--- src/rtl/tmr_pkg.sv ---
package tmr_pkg;
  localparam int CNT_W    = 16;
  localparam int NUM_CH   = 2;
  localparam int SEL_W    = 3;
  localparam int PRESC_W  = (1 << SEL_W) - 1;
  localparam int ADDR_W   = 2;
  localparam int CTL_W    = 8;

  localparam logic [ADDR_W-1:0] ADDR_CTL = 2'd0;
  localparam logic [ADDR_W-1:0] ADDR_CNT = 2'd3;

  // control field positions
  localparam int BIT_EN   = 0;
  localparam int BIT_SEL  = 1;
  localparam int BIT_EXT  = 4;
  localparam int BIT_EDGE = 5;
  localparam int BIT_OUT  = 7;

  typedef enum logic [1:0] {
    EDGE_NONE = 2'b00,
    EDGE_RISE = 2'b01,
    EDGE_FALL = 2'b10,
    EDGE_BOTH = 2'b11
  } edgeSel_e;

  typedef struct packed {
    logic              tick;
    logic              countEn;
    logic              outEn;
    logic [NUM_CH-1:0] directLd;
    logic [CNT_W-1:0]  directVal;
  } tmrStrobe_t;
endpackage

--- src/rtl/tmr_ctrl.sv ---
module tmr_ctrl
  import tmr_pkg::*;
(
  input  logic                         clk,
  input  logic                         rstN,
  input  logic                         wrEn,
  input  logic [ADDR_W-1:0]            wrAddr,
  input  logic [CNT_W-1:0]             wrData,
  input  logic                         evtIn,
  output tmrStrobe_t                   strb,
  output logic [CTL_W-1:0]             ctlReg,
  output logic [NUM_CH-1:0][CNT_W-1:0] cmpReg
);
  logic [PRESC_W-1:0] prescQ;
  logic [2:0]         syncQ;
  logic               countEn, extSel, outEn;
  logic [SEL_W-1:0]   clkSel;
  edgeSel_e           edgeSel;
  logic [PRESC_W-1:0] selMask;
  logic               intTick, edgeHit, riseHit, fallHit;

  assign countEn = ctlReg[BIT_EN];
  assign clkSel  = ctlReg[BIT_SEL +: SEL_W];
  assign extSel  = ctlReg[BIT_EXT];
  assign edgeSel = edgeSel_e'(ctlReg[BIT_EDGE +: 2]);
  assign outEn   = ctlReg[BIT_OUT];

  always_ff @(posedge clk or negedge rstN) begin
    if (!rstN) ctlReg <= '0;
    else if (wrEn && wrAddr == ADDR_CTL) ctlReg <= wrData[CTL_W-1:0];
  end

  for (genvar ch = 0; ch < NUM_CH; ch++) begin : g_cmp
    localparam logic [ADDR_W-1:0] MyAddr = ADDR_W'(ch + 1);
    always_ff @(posedge clk or negedge rstN) begin
      if (!rstN) cmpReg[ch] <= '0;
      else if (wrEn && wrAddr == MyAddr) cmpReg[ch] <= wrData;
    end
    assign strb.directLd[ch] = wrEn && (wrAddr == MyAddr) && !countEn;
  end

  // free-running prescaler
  always_ff @(posedge clk or negedge rstN) begin
    if (!rstN) prescQ <= '0;
    else       prescQ <= prescQ + 1'b1;
  end

  assign selMask = PRESC_W'((1 << clkSel) - 1);
  assign intTick = (prescQ & selMask) == selMask;

  // event synchronizer: syncQ[1] is the synchronized level, syncQ[2] its previous value
  always_ff @(posedge clk or negedge rstN) begin
    if (!rstN) syncQ <= '0;
    else       syncQ <= {syncQ[1:0], evtIn};
  end

  assign riseHit = syncQ[1] & ~syncQ[2];
  assign fallHit = ~syncQ[1] & syncQ[2];

  always_comb begin
    unique case (edgeSel)
      EDGE_RISE: edgeHit = riseHit;
      EDGE_FALL: edgeHit = fallHit;
      EDGE_BOTH: edgeHit = riseHit | fallHit;
      default:   edgeHit = 1'b0;
    endcase
  end

  assign strb.tick      = countEn & (extSel ? edgeHit : intTick);
  assign strb.countEn   = countEn;
  assign strb.outEn     = outEn;
  assign strb.directVal = wrData;

  // a rising-only event source cannot tick on two consecutive cycles
  a_r5_single_rise_tick: assert property (@(posedge clk) disable iff (!rstN)
    (strb.tick && extSel && edgeSel == EDGE_RISE)
      |=> !(strb.tick && extSel && edgeSel == EDGE_RISE));

  // the divide-by-two source never ticks on consecutive cycles
  a_r4_div2_spacing: assert property (@(posedge clk) disable iff (!rstN)
    (strb.tick && !extSel && clkSel == SEL_W'(1)) |=> !(strb.tick && !extSel && clkSel == SEL_W'(1)));
endmodule

--- src/rtl/tmr_datapath.sv ---
module tmr_datapath
  import tmr_pkg::*;
(
  input  logic                         clk,
  input  logic                         rstN,
  input  tmrStrobe_t                   strb,
  input  logic [NUM_CH-1:0][CNT_W-1:0] cmpReg,
  output logic [CNT_W-1:0]             cntQ,
  output logic [NUM_CH-1:0]            matchIrq,
  output logic                         toggleOut
);
  localparam logic [CNT_W-1:0] AllOnes = '1;

  logic [NUM_CH-1:0][CNT_W-1:0] bufQ;
  logic                         movedQ;
  logic                         wrapNow;

  assign wrapNow = strb.tick && (cntQ == AllOnes);

  always_ff @(posedge clk or negedge rstN) begin
    if (!rstN)              cntQ <= AllOnes;
    else if (!strb.countEn) cntQ <= AllOnes;
    else if (strb.tick)     cntQ <= cntQ + 1'b1;
  end

  always_ff @(posedge clk or negedge rstN) begin
    if (!rstN) movedQ <= 1'b0;
    else       movedQ <= strb.tick;
  end

  for (genvar ch = 0; ch < NUM_CH; ch++) begin : g_ch
    always_ff @(posedge clk or negedge rstN) begin
      if (!rstN)                  bufQ[ch] <= '0;
      else if (strb.directLd[ch]) bufQ[ch] <= strb.directVal;
      else if (wrapNow)           bufQ[ch] <= cmpReg[ch];
    end

    assign matchIrq[ch] = strb.countEn & movedQ & (cntQ == bufQ[ch]);

    // a match pulse follows a count tick in the previous cycle
    a_r8_irq_after_tick: assert property (@(posedge clk) disable iff (!rstN)
      matchIrq[ch] |-> $past(strb.tick));

    // while counting, a buffer changes only on the wrapping tick
    a_r7_buf_hold: assert property (@(posedge clk) disable iff (!rstN)
      (strb.countEn && !(strb.tick && cntQ == AllOnes)) |=> $stable(bufQ[ch]));
  end

  always_ff @(posedge clk or negedge rstN) begin
    if (!rstN)                          toggleOut <= 1'b0;
    else if (matchIrq[0] && strb.outEn) toggleOut <= ~toggleOut;
  end

  // the tick at all ones wraps to zero
  a_r3_wrap: assert property (@(posedge clk) disable iff (!rstN)
    (strb.tick && cntQ == AllOnes) |=> cntQ == '0);

  // the output level moves only after a channel-0 match with output enabled
  a_r9_toggle_cause: assert property (@(posedge clk) disable iff (!rstN)
    !$stable(toggleOut) |-> $past(matchIrq[0] && strb.outEn));
endmodule

--- src/rtl/bufcmp_timer.sv ---
module bufcmp_timer
  import tmr_pkg::*;
(
  input  logic                clk,
  input  logic                rstN,
  input  logic                wrEn,
  input  logic [ADDR_W-1:0]   wrAddr,
  input  logic [CNT_W-1:0]    wrData,
  input  logic [ADDR_W-1:0]   rdAddr,
  output logic [CNT_W-1:0]    rdData,
  input  logic                evtIn,
  output logic [NUM_CH-1:0]   matchIrq,
  output logic                toggleOut
);
  tmrStrobe_t                   strb;
  logic [CTL_W-1:0]             ctlReg;
  logic [NUM_CH-1:0][CNT_W-1:0] cmpReg;
  logic [CNT_W-1:0]             cntQ;

  tmr_ctrl u_ctrl (
    .clk    (clk),
    .rstN   (rstN),
    .wrEn   (wrEn),
    .wrAddr (wrAddr),
    .wrData (wrData),
    .evtIn  (evtIn),
    .strb   (strb),
    .ctlReg (ctlReg),
    .cmpReg (cmpReg)
  );

  tmr_datapath u_dp (
    .clk       (clk),
    .rstN      (rstN),
    .strb      (strb),
    .cmpReg    (cmpReg),
    .cntQ      (cntQ),
    .matchIrq  (matchIrq),
    .toggleOut (toggleOut)
  );

  always_comb begin
    if (rdAddr == ADDR_CTL)      rdData = CNT_W'(ctlReg);
    else if (rdAddr == ADDR_CNT) rdData = strb.countEn ? cntQ : '0;
    else                         rdData = cmpReg[rdAddr - 1'b1];
  end

  // a disabled counter reads back as zero
  a_r2_idle_reads_zero: assert property (@(posedge clk) disable iff (!rstN)
    (!strb.countEn && rdAddr == ADDR_CNT) |-> rdData == '0);
endmodule

--- config.mk ---
export PLATFORM = sky130hd
export DESIGN_NAME = bufcmp_timer
export DESIGN_NICKNAME = d
export VERILOG_FILES = /design/src/rtl/tmr_pkg.sv /design/src/rtl/tmr_ctrl.sv /design/src/rtl/tmr_datapath.sv /design/src/rtl/bufcmp_timer.sv
export SDC_FILE = /design/constraint.sdc
export NUM_CORES = 1
export LEC_CHECK = 0
export ABC_CLOCK_PERIOD_IN_PS = 2000
export BUFFER_PORTS_ARGS = -buffer_cell sky130_fd_sc_hd__buf_2
export CAP_MARGIN = 20
export CORE_ASPECT_RATIO = 0.8
export CORE_MARGIN = 3
export CORE_UTILIZATION = 54
export CTS_CLUSTER_DIAMETER = 200
export DETAILED_ROUTE_END_ITERATION = 16
export HOLD_SLACK_MARGIN = 0.15
export PLACE_DENSITY = 0.77
export REMOVE_ABC_BUFFERS = 1
export SETUP_SLACK_MARGIN = 0.2
export SYNTH_ARGS = -nofsm -noshare
export SYNTH_HDL_FRONTEND = slang
export SYNTH_SLANG_ARGS = --single-unit
--- constraint.sdc ---
create_clock -name clk -period 2 [get_ports clk]
set_input_delay 0.4 -clock clk [delete_from_list [all_inputs] [get_ports clk]]
set_output_delay 0.4 -clock clk [all_outputs]
set_load 0.1 [all_outputs]
# ---- Word level (Yosys, flattened, before mapping)
# Cells that the tools add are included.
dict set report word_totals {
  register_bits 100
  input_bits 24
  output_inout_bits 19
  word_cells 63
}
dict set report classes {
  add_sub_neg 4
  magnitude_cmp 1
  n_eq_ne 11
  shift 1
  muxes 13
  n_bitwise 11
  n_reduce_logical 12
}
# cell count
set ops {}
lappend ops {{16-bit two-way mux} 11}
lappend ops {{16-bit equality test} 2}
lappend ops {{16-bit by 1-bit adder with 16-bit output, second input constant} 1}
lappend ops {{16-bit equality test, second input constant} 1}
lappend ops {{2-bit equality test, second input constant} 4}
lappend ops {{7-bit by 1-bit adder with 7-bit output, second input constant} 1}
lappend ops {{7-bit AND} 1}
lappend ops {{7-bit equality test} 1}
lappend ops {{1-bit logical AND} 7}
lappend ops {{1-bit by 3-bit << shifter with 7-bit output, first input constant} 1}
lappend ops {{7-bit by 2-bit subtractor with 7-bit output, second input constant} 1}
lappend ops {{1-bit AND} 6}
lappend ops {{2-bit by 1-bit equality test with 1-bit output, second input constant} 2}
lappend ops {{2-bit zero test} 2}
lappend ops {{2-bit nonzero test} 2}
lappend ops {{1-bit NOT} 3}
lappend ops {{1-bit one-hot mux with 3 select lines} 1}
lappend ops {{2-bit less-than comparator, second input constant} 1}
lappend ops {{2-bit by 1-bit inequality test with 1-bit output, second input constant} 1}
lappend ops {{2-bit by 1-bit subtractor with 2-bit output, second input constant} 1}
lappend ops {{1-bit zero test} 1}
lappend ops {{1-bit two-way mux} 1}
lappend ops {{1-bit bitwise OR} 1}

# ---- Depth between registers and ports, before layout
dict set report logic_depth {
  word_depth 9
  depth_mapped 9
  ltp_nobuf 8
}

# ---- By module
# Synthesis repeated with hierarchy kept, for this count alone.
dict set report hier_totals {
  hier_cells 447
  area_unflattened_um2 5642.9
}
# mod instances cells_each area_each_um2 seq_area_each_um2
set modules_own_cells {}
lappend modules_own_cells {tmr_datapath 1 245 3049.2 1271.2}
lappend modules_own_cells {tmr_ctrl 1 146 2120.8 1251.2}
lappend modules_own_cells {bufcmp_timer 1 56 473.0 0.0}

# ---- Worst setup path after synthesis
# OpenSTA, ideal clock, no wires.
dict set report synth_timing {
  kind {flip-flop to flip-flop}
  from {reg u_dp.cntQ[14]}
  to {reg u_dp.toggleOut}
  setup_time_ns 0.158
  t_arrival_ns 4.615
  required_ns 1.842
  slack_ns -2.773
  path_stages_with_launch 8
  n_path_buf 1
  synth_period_minus_slack_ns 4.773
  path_cell_list {dfstp_2 clkbuf_1 xor2_1 nor4_1 nand2_1 nor4_1 nand2_1 xnor2_1}
}
dict set report synth_between {
  elab_chain_cells 3
}
# item line_no
set synth_rtl {}
lappend synth_rtl {{start, declared} tmr_datapath.sv:8} ;# output logic [CNT_W-1:0] cntQ,
lappend synth_rtl {{start signal, assigned} tmr_datapath.sv:21} ;# if (!rstN) cntQ <= AllOnes;
lappend synth_rtl {{start signal, assigned} tmr_datapath.sv:22} ;# else if (!strb.countEn) cntQ <= AllOnes;
lappend synth_rtl {{start signal, assigned} tmr_datapath.sv:23} ;# else if (strb.tick) cntQ <= cntQ + 1'b1;
lappend synth_rtl {{16-bit equality test} tmr_datapath.sv:38} ;# assign matchIrq[ch] = strb.countEn & movedQ & (cntQ == bufQ[ch]);
lappend synth_rtl {{1-bit AND} tmr_datapath.sv:38}
lappend synth_rtl {{via matchIrq[0]} bufcmp_timer.sv:12} ;# output logic [NUM_CH-1:0] matchIrq,
lappend synth_rtl {{1-bit logical AND} tmr_datapath.sv:51} ;# else if (matchIrq[0] && strb.outEn) toggleOut <= ~toggleOut;
lappend synth_rtl {{end signal, assigned} tmr_datapath.sv:51}
lappend synth_rtl {{end, declared} tmr_datapath.sv:10} ;# output logic toggleOut
# The timed path passes the listed nets, and every way through them passes these cells.
# A chain may end at the register's enable or synchronous reset.

# ---- Worst setup path after layout
dict set report layout_timing {
  from {reg u_dp.cntQ[1]}
  to {reg u_dp.bufQ[13] (netlist name)}
}
dict set report layout_between {
  elab_chain_cells 3
}
# item line_no
set layout_rtl {}
lappend layout_rtl {{16-bit equality test} tmr_datapath.sv:18} ;# assign wrapNow = strb.tick && (cntQ == AllOnes);
lappend layout_rtl {{1-bit logical AND} tmr_datapath.sv:18}
lappend layout_rtl {{2-bit nonzero test (no line)} --}
lappend layout_rtl {{end signal, assigned by index} tmr_datapath.sv:34} ;# else if (strb.directLd[ch]) bufQ[ch] <= strb.directVal;
lappend layout_rtl {{end signal, assigned by index} tmr_datapath.sv:35} ;# else if (wrapNow) bufQ[ch] <= cmpReg[ch];
lappend layout_rtl {{end, declared} tmr_datapath.sv:14} ;# logic [NUM_CH-1:0][CNT_W-1:0] bufQ;
# Every way passes these cells.

==> run_summary.xml <==
<?xml version="1.0" encoding="UTF-8"?>
<metrics>
  <group name="outcome">
    <metric name="outcome" unit="">complete, but fails checks</metric>
    <metric name="failed_checks" unit="">setup timing</metric>
  </group>
  <group name="placement">
    <metric name="io_buffers" unit="">42</metric>
    <metric name="dpl_cell_area" unit="um2">6270</metric>
    <metric name="place_inst" unit="">641</metric>
    <metric name="globalplace.congestion" unit="">0.932</metric>
    <metric name="hpwl" unit="um">9220</metric>
  </group>
  <group name="floorplan">
    <metric name="die-area" unit="um2">11000</metric>
    <metric name="num_rows" unit="">31</metric>
    <metric name="die_x" unit="um">117</metric>
    <metric name="standard_cell_core_area" unit="um2">9270</metric>
    <metric name="die_h" unit="um">94.4</metric>
    <metric name="floorplan.initialDensity" unit="%">56.9</metric>
    <metric name="io_pins" unit="">43</metric>
  </group>
  <group name="critical_path">
    <metric name="worstReg2RegEnd" unit="">u_dp.bufQ[13]</metric>
    <metric name="cp_top_family" unit="">buffers and inverters</metric>
    <metric name="critical_path.max_stage_delay" unit="ps">560</metric>
    <metric name="critPathMaxFanout" unit="">4</metric>
    <metric name="startpoint_to_endpoint_class_of_the_critical_path" unit="">reg -&gt; reg</metric>
    <metric name="timing.critical_path.from_type" unit="">register</metric>
    <metric name="crit_required" unit="ps">2230</metric>
    <metric name="cpMaxStageDelayCell" unit="">dfstp_2</metric>
    <metric name="cp_data_arrival_time" unit="ps">2820</metric>
    <metric name="endpoint_kind" unit="">register</metric>
    <metric name="rr_worst_depth" unit="">12</metric>
    <metric name="crit_path_cell_trace" unit="">buf_4 &gt; buf_6 &gt; ha_4 &gt; nand4_1 &gt; nor4_2 &gt; buf_4 &gt; a32o_2 &gt; buf_6 &gt; buf_12 &gt; buf_8 &gt; nor3b_2 &gt; a221o_1</metric>
    <metric name="crit_buf_inv" unit="">6</metric>
    <metric name="internal_reg_to_reg_setup_slack" unit="ps">-590</metric>
    <metric name="crit-reg2reg-launch" unit="">u_dp.cntQ[1]</metric>
  </group>
  <group name="clocking">
    <metric name="cts_num_sinks" unit="">100</metric>
    <metric name="cts_tree" unit="">built</metric>
    <metric name="ctsHtreeMaxLevel" unit="">3</metric>
    <metric name="cts_made_buffers" unit="">9</metric>
    <metric name="clock_insertion_delay_worst_skew" unit="ps">350</metric>
    <metric name="clock_tree.root_cell" unit="">clkbuf_16</metric>
    <metric name="clock_tree.buffer_depth" unit="">2</metric>
    <metric name="clkTransAtPathRegs" unit="ps">70</metric>
  </group>
  <group name="pwr">
    <metric name="cellInternalPower" unit="uW">6640</metric>
    <metric name="switch_pwr" unit="uW">4850</metric>
    <metric name="power.density_cell_area" unit="nW/um2">1470</metric>
    <metric name="power.switching_fraction" unit="%">42.2</metric>
    <metric name="clkPwrFrac" unit="%">14.2</metric>
    <metric name="power.share.combinational" unit="%">57.0</metric>
    <metric name="power_total" unit="uW">11500</metric>
    <metric name="share_seq_of_total_power" unit="%">28.8</metric>
    <metric name="worst_ir_drop_vdd" unit="mV">0.902</metric>
    <metric name="power.static_leakage" unit="uW">0.00340</metric>
  </group>
  <group name="drt">
    <metric name="viasPerCell" unit="">7.03</metric>
    <metric name="routed-via-count" unit="">4977</metric>
    <metric name="wire_length_per_cell_after_detailed_routing" unit="um">28.6</metric>
    <metric name="dr.first_iter.drc_count" unit="">681</metric>
    <metric name="drtPass1Iterations" unit="">6</metric>
    <metric name="drt-total-wl" unit="um">20200</metric>
    <metric name="post-route-drc-count" unit="">0</metric>
    <metric name="post_drt_antenna_nets" unit="">0</metric>
  </group>
  <group name="synthesis">
    <metric name="synth_top_area_share" unit="%">39.8</metric>
    <metric name="synth_edf_count" unit="">0</metric>
    <metric name="netlist_instances" unit="">467</metric>
    <metric name="yosysMostFrequentCell" unit="">dfrtp_1</metric>
    <metric name="seq_area_frac_synth" unit="%">47.8</metric>
    <metric name="synth.cell_area" unit="um2">5280</metric>
    <metric name="count_of_unique_library_cells_instantiated_by_yosys" unit="">40</metric>
    <metric name="synth-warning-count" unit="">0</metric>
    <metric name="leading_area_contributor_after_synthesis" unit="">dfrtp_1</metric>
    <metric name="synth-seq-cells" unit="">100</metric>
    <metric name="top_post_synthesis_cells_by_count" unit="">dfrtp_1, mux2_2, a221o_1, nor3b_1</metric>
    <metric name="synth-main-ff-cell" unit="">dfrtp_1</metric>
    <metric name="avgSynthCellArea" unit="um2">11.3</metric>
    <metric name="synth.top_cells.by_area" unit="">dfrtp_1, mux2_2, dfstp_2</metric>
    <metric name="asyncSetResetFlopFracSynth" unit="%">100</metric>
  </group>
  <group name="min_path">
    <metric name="holdCritStartpoint" unit="">wrData[14]</metric>
    <metric name="worstHoldPathType" unit="">in -&gt; reg</metric>
    <metric name="hold_crit_depth" unit="">2</metric>
    <metric name="whs_endpoint" unit="">u_dp.bufQ[30]</metric>
  </group>
  <group name="global_route">
    <metric name="first_global_vias" unit="">4864</metric>
    <metric name="antenna_found_initial" unit="">0</metric>
    <metric name="groute.usage.overall" unit="%">32.9</metric>
    <metric name="grt_max_degree" unit="">47</metric>
    <metric name="grt_pass1_wl" unit="um">27100</metric>
    <metric name="grt_overflow_total" unit="">0</metric>
  </group>
  <group name="finish">
    <metric name="finalInstanceArea" unit="um2">7810</metric>
    <metric name="register_area" unit="um2">2520</metric>
    <metric name="postLayoutCoreUtil" unit="%">84.3</metric>
    <metric name="area_growth" unit="%">48.1</metric>
    <metric name="multi_input_comb_area" unit="um2">3060</metric>
    <metric name="design.final.nets" unit="">616</metric>
    <metric name="layout-drive-gt1-share" unit="%">53.6</metric>
    <metric name="final.fill_count" unit="">421</metric>
    <metric name="n_antenna_cell" unit="">0</metric>
    <metric name="final-instance-count-excl-fill" unit="">708</metric>
  </group>
  <group name="timing">
    <metric name="final-hold-violation-count" unit="">0</metric>
    <metric name="finalCriticalPeriod" unit="ps">2590</metric>
    <metric name="worst_pin_slew" unit="ps">651</metric>
    <metric name="timing_max_transition_violations_final" unit="">0</metric>
    <metric name="worst_slack" unit="ps">-594</metric>
    <metric name="slew_headroom" unit="%">56.6</metric>
    <metric name="skew" unit="ps">10.1</metric>
    <metric name="finalCritPeriodShare" unit="%">130</metric>
    <metric name="setup_repair_after_global_routing_missed_its_margin" unit="">true</metric>
    <metric name="maximum_operating_frequency" unit="MHz">385</metric>
    <metric name="setup_viol" unit="">65</metric>
  </group>
  <group name="job">
    <metric name="max_cap_viol_count" unit="">0</metric>
  </group>
</metrics>
power by group through the flow:
stage	combinational, uW	clock [uW]	sequential (uW)
global placement	4100	0	3180
detailed placement	4250	0	3210
global route	6690	1740	3350
finish	6550	1630	3310
CTS	5240	1620	3200
floorplan	2590	0	3130
through the flow:
stage	hold WS (ps)	setup slack, ps	setup TNS (ps)
after global placement	332	-337	-3210
final	331	-594	-22890
after CTS	152	-430	-14450
after global routing	330	-604	-25470
after floorplan	104	-2620	-34700
after detailed placement	343	-349	-5960
cell usage in the layout, fill, tap and decap left out, types with 16 or more instances in the layout:
cell        n
a221o_1    32
buf_12     23
buf_2      23
buf_4      57
buf_6      22
clkbuf_16  19
dfrtp_1    83
dfstp_2    16
mux2_2     40
nand2_1    24
nor3b_2    20
o21ai_2    17
xnor2_1    22
sequential cells by signal, summed over array words and instances (netlist names):
name / flops
u_ctrl.cmpReg: 32
u_dp.bufQ: 32
u_dp.movedQ: 1
u_ctrl.ctlReg: 8
u_ctrl.syncQ: 3
u_dp.cntQ: 16
u_ctrl.prescQ: 7
u_dp.toggleOut: 1
final cells by class:
type | count | share of cell area, %
clock inverter | 3 | 0.192
multi-input combinational | 317 | 39.1
inverter | 11 | 0.529
clock buffer | 13 | 3.20
tap | 115 | 1.84
sequential | 100 | 32.3
timing repair buffer | 149 | 22.8
how the worst max path moves through the flow:
stage,startpoint,endpoint,slack [ps],cells past startpoint
3_3_place_gp,u_dp.cntQ[2],matchIrq[0],-340,6
4_1_cts,u_dp.cntQ[9],matchIrq[0],-430,6
2_1_floorplan,u_dp.cntQ[12],u_dp.toggleOut,-2620,6
3_5_place_dp,u_dp.cntQ[2],matchIrq[0],-350,6
5_1_grt,u_dp.cntQ[1],u_dp.bufQ[2],-600,12
6_report,u_dp.cntQ[1],u_dp.bufQ[13],-590,12
cell families after synthesis:
| group | after synthesis | synth area share (%) |
|---|---|---|
| AO/OA/AOI/OAI | 74 | 10.6 |
| XOR/XNOR | 39 | 6.48 |
| adder cells (fa/ha/maj) | 4 | 0.949 |
| buffers and inverters | 50 | 4.29 |
| flip-flops | 100 | 47.8 |
| multiplexers | 55 | 13.2 |
| AND/OR/NAND/NOR | 145 | 16.7 |
layer usage:
layer | part of all wire (%) | GRT usage (%) | routed length (um) | up-vias
li1 | - | - | - | 1958
met1 | 36 | 42.4 | 7340 | 2472
met2 | 46 | 53.4 | 9390 | 415
met3 | 11 | 7.11 | 2280 | 132
met4 | 6.0 | 14.7 | 1220 | 0
met5 | 0 | 0 | 0 | -
timing repair:
item	CTS	global route
buffers inserted	26	15
hold buffers	1	1
gates cloned	7	1
pin swaps	53	24
hold endpoints to repair	42	1
gates resized for setup	116	65
setup endpoints to repair	68	68
Note: power is estimated with default switching activity, not from simulation.
